<file path="config.mk">
export PLATFORM = sky130hd
export DESIGN_NAME = status_byte_srq
export DESIGN_NICKNAME = d
export VERILOG_FILES = /design/src/rtl/status_byte_srq.sv
export SDC_FILE = /design/constraint.sdc
export NUM_CORES = 1
export LEC_CHECK = 0
export BUFFER_PORTS_ARGS = -buffer_cell sky130_fd_sc_hd__clkbuf_2
export CAP_MARGIN = 30
export CORE_MARGIN = 2
export CORE_UTILIZATION = 48
export CTS_CLUSTER_SIZE = 12
export DETAILED_ROUTE_END_ITERATION = 6
export PLACE_DENSITY_LB_ADDON = 0.1
export SLEW_MARGIN = 20
export SYNTH_ARGS = -nofsm -noshare
export SYNTH_HDL_FRONTEND = slang
export SYNTH_SLANG_ARGS = --single-unit
</file>
<file path="constraint.sdc">
create_clock -name clk -period 3.35 [get_ports clk]
set_clock_uncertainty 0.15 [all_clocks]
set_input_delay 0.335 -clock clk [delete_from_list [all_inputs] [get_ports clk]]
set_output_delay 0.335 -clock clk [all_outputs]
set_load 0.01 [all_outputs]
</file>
<file path="src/rtl/status_byte_srq.sv">
module status_byte_srq #(
  parameter int W = 8,
  parameter int SUM_BIT = 6
) (
  input  logic         clk,
  input  logic         rst_n,
  input  logic [W-1:0] sum_in,
  input  logic         reg_addr,
  input  logic         reg_wr,
  input  logic [W-1:0] reg_wdata,
  output logic [W-1:0] reg_rdata,
  input  logic         poll_rd,
  output logic         srq
);
  localparam logic [W-1:0] KEEP = ~(W'(1) << SUM_BIT);

  logic [W-1:0] en, prev, stb, rise;

  assign rise = sum_in & ~prev & en & KEEP;

  always_comb begin
    stb = sum_in;
    stb[SUM_BIT] = |(sum_in & en & KEEP);
  end

  assign reg_rdata = reg_addr ? en : stb;

  always_ff @(posedge clk or negedge rst_n) begin
    if (!rst_n) begin
      en   <= '0;
      prev <= '0;
      srq  <= 1'b0;
    end else begin
      prev <= sum_in & KEEP;
      if (reg_wr && reg_addr) en <= reg_wdata & KEEP;
      if (|rise) srq <= 1'b1;
      else if (poll_rd) srq <= 1'b0;
    end
  end
endmodule


</file>
* Word level (Yosys, flattened, before mapping)
Cells that the tools add are included.
** Storage, ports and cells
- Output and inout bits :: 9
- Word-level logic and storage cells :: 14
- Flip-flop bits (word level) :: 15
** Cells by class
- Bitwise logic cells :: 4
- Multiplexer cells :: 3
- Reductions and logical operators :: 4
** Operators by type and width (count)
- 8-bit AND :: 3
- 7-bit OR reduction :: 2
- 8-bit 2-to-1 mux :: 1
- 8-bit inverter :: 1
- 1-bit 2-to-1 mux :: 2
- 2-bit nonzero test :: 1
- 1-bit logical AND :: 1

* Depth between registers and ports, before layout
- Depth after elaboration :: 5
- Depth in mapped cells :: 3

* Worst setup path after synthesis
OpenSTA, ideal clock, no wires.
- Path kind :: register to output
- Start :: register en[0]
- End :: output port reg_rdata[6]
- Cell stages (with the launch flop) :: 3
- Path slack :: 1.985 ns
- Data required time :: 2.865 ns
- Buffers on the path :: 0
- Arrival time :: 0.880 ns
- Cells stage by stage :: dfrtp_1 a222oi_1 a41oi_1
** Between the ends
- Cells in the longest elaborated chain, start to end :: 3
** Ends and longest elaborated chain
- start: declaration :: line 17 : logic [W-1:0] en, prev, stb, rise;
- start signal: assignment :: line 35 : if (reg_wr && reg_addr) en <= reg_wdata & KEEP;
- 8-bit AND :: line 23 : stb[SUM_BIT] = |(sum_in & en & KEEP);
- 7-bit OR reduction :: line 23
- 8-bit 2-to-1 mux :: line 26 : assign reg_rdata = reg_addr ? en : stb;
- end: declaration :: line 11 : output logic [W-1:0] reg_rdata,
No other way between the ends.

* Worst setup path after layout
Same ends and word-level chain as after synthesis.

==> results_dict.tcl <==
set metrics [dict create \
    ys.flop_type "dfrtp_1" \
    synth_compound_area_frac 0.0693 \
    status "finished, final reports clean" \
    synth_enable_flop_cells 0 \
    seq_area_frac_synth 0.547 \
    drv_slew 0 \
    hp-class "input pin to flip-flop" \
    clock_power_share 0.240 \
    core_area_um2 1320 \
    grt_pass1_wl_um 2120 \
    synth-xor-area-share 0 \
    worst_pin_slew_ns 0.372 \
    p_sw_w 0.000106 \
    cts_buffer_depth 2 \
    drt_wl_total_um 1300 \
    start_kind "flip-flop" \
    rows 13 \
    nFillCells 107 \
    drt_pass1_iterations 4 \
    syn-instance-count 46 \
    rsz0062_at_grt "no" \
    grt_usage 0.161 \
    die-area_um2 1750 \
    place_ws_ns 1.73 \
    synthAdderAreaFrac 0 \
    fmax_ghz 0.539 \
    power.leakage_nw 0.434 \
    h-tree-depth 1 \
    antenna_left 0 \
    timing.final.crit_share 0.553 \
    cp.arrival_ns 1.37 \
    ios 30 \
    netlist_area_um2 686 \
    layout.nets 99 \
    drc 0 \
    die_w_um 41.8 \
    synth-simple-area-share 0.0931 \
    ys_ff_latch 15 \
    port_buffers 27 \
    initial_utilization 0.520 \
    wl_per_cell_um 14.2 \
    synthArstFlopShare 1.00 \
    clk_pin_slew_ns 0.08 \
    cts.sinks 15 \
    p_comb_frac 0.226 \
    yosysWarningCount 0 \
    swShare 0.261 \
    num_vias 490 \
    power_density_nw_per_um2 468 \
    setup_slack_ns 1.50 \
    grt_max_degree 16 \
    drive_gt1_frac 0.584 \
    hold_viol 0 \
    fin_util 0.656 \
    dpl.cell_count 87 \
    cts_root_buf "clkbuf_4" \
    min_period_ns 1.85 \
    diodes 0 \
    areaGrowthSynthToFinish_pct 26.1 \
    drtIter0Drc 10 \
    syn_nets 67 \
    fin_tns_setup_ns 0 \
    ir_drop_uv 281 \
    max_slew_margin 0.752 \
    cts_setup_buffers 0 \
    layout.cells.non_filler 92 \
    antenna_found_initial 0 \
    vias_per_cell 5.33 \
    critPathMaxFanout 4 \
    worstSkewPairLatency_ns 0.27 \
    cp_data_required_time_ns 2.86 \
    die_y_um 41.8 \
    cts_inserted_buffers 3 \
    grt_pass1_vias 526 \
    synthMuxAreaShare 0.268 \
    ys_types 14 \
    synth_area_per_cell_um2 14.9 \
    endpoint_kind "primary output" \
    synth_top_family_by_area "multiplexers" \
    gr-total-overflow 0 \
    seqPwrFrac 0.534 \
    drv_cap 0 \
    cts_tree "done" \
    power_w 0.000404 \
    hpwl_um 954 \
    p_int_w 0.000299 \
    setup_viol 0 \
    globalplace.congestion 0.667 \
    path_class "flip-flop to primary output" \
]
==> flip-flops by register name (all words and copies together) (netlist names) <==
name,cells
en,7
srq,1
prev,7
==> worst max-delay path: stages, from the launching register on <==
cell and delay [ns]:
dfrtp_1 0.42, a222oi_1 0.37, a41oi_1 0.16, clkbuf_2 0.15
==> kinds of logic after synthesis <==
family | Yosys count
AOI/OAI and AO/OA | 6
buffers and inverters | 2
DFF | 15
muxes | 14
and+or+nand+nor | 9
==> per-layer routing <==
layer  wire (um)  GRT usage  part of all wire
met1         586      0.206              0.45
met2         635      0.263              0.49
met3          82     0.0304             0.063
met4           0     0.0774                 0
met5           0          0                 0
==> placed cells by master (no fill, tap or decap), drive strengths merged <==
cell and n:
dlygate4sd3 1, a22oi 1, inv 1, nand2 5, a222oi 1, o22ai 2, clkbuf 31, nand3b 3
or3 1, o2111ai 1, a41oi 1, dfrtp 15, mux2 14
==> layout make-up <==
class / instances / area (um^2) / share of cell area
clock buffers: 4 / 26.3 / 0.0304
well taps: 15 / 18.8 / 0.0217
repair buffers: 28 / 145 / 0.168
multi-input cells: 29 / 295 / 0.342
inverters: 1 / 3.75 / 0.00434
flip-flops and latches: 15 / 375 / 0.434
==> cell usage after synthesis, types with 2 or more instances <==
library cell	instances	area [um^2]
dfrtp_1	15	375
nand3b_1	3	22.5
o22ai_1	2	12.5
mux2_2	7	78.8
mux2_4	7	105
nand2_1	4	15.0
==> path summary, 6_finish.rpt <==
kind                           endpoint      start  slack [ns]  cells past startpoint
setup / recovery           reg_rdata[6]      en[0]        1.50                      3
hold / removal                  prev[7]  sum_in[7]        0.04                      1
setup reg to reg                    srq      en[5]        2.14                      3
hold reg to reg                   en[7]      en[7]        0.41                      1
max in group asynchronous       prev[1]      rst_n        2.43                      2
min in group asynchronous         en[4]      rst_n        0.35                      2
==> power groups by stage <==
stage | logic (W) | clock network, W | registers, W
after floorplan | 0.0000568 | 0 | 0.000215
after global placement | 0.0000899 | 0 | 0.000218
after detailed placement | 0.0000914 | 0 | 0.000219
after CTS | 0.0000929 | 0.000104 | 0.000216
after global routing | 0.000100 | 0.000111 | 0.000219
final | 0.0000916 | 0.0000970 | 0.000216
==> what timing repair did <==
| item | 4_1_cts | 5_1_grt |
|---|---|---|
| endpoints found under the hold margin | 15 | 0 |
| gates resized for setup | 0 | 0 |
| hold buffers | 1 | 0 |
==> per-stage QoR <==
| step | area [um^2] | hold slack, ns |
|---|---|---|
| 2_1_floorplan | 686 | -0.111 |
| 3_3_place_gp | 828 | 0.117 |
| 3_5_place_dp | 828 | 0.115 |
| 4_1_cts | 865 | 0.0319 |
| 5_1_grt | 865 | 0.0320 |
| 6_report | 865 | 0.0429 |
(Power assumes the default switching activity.)
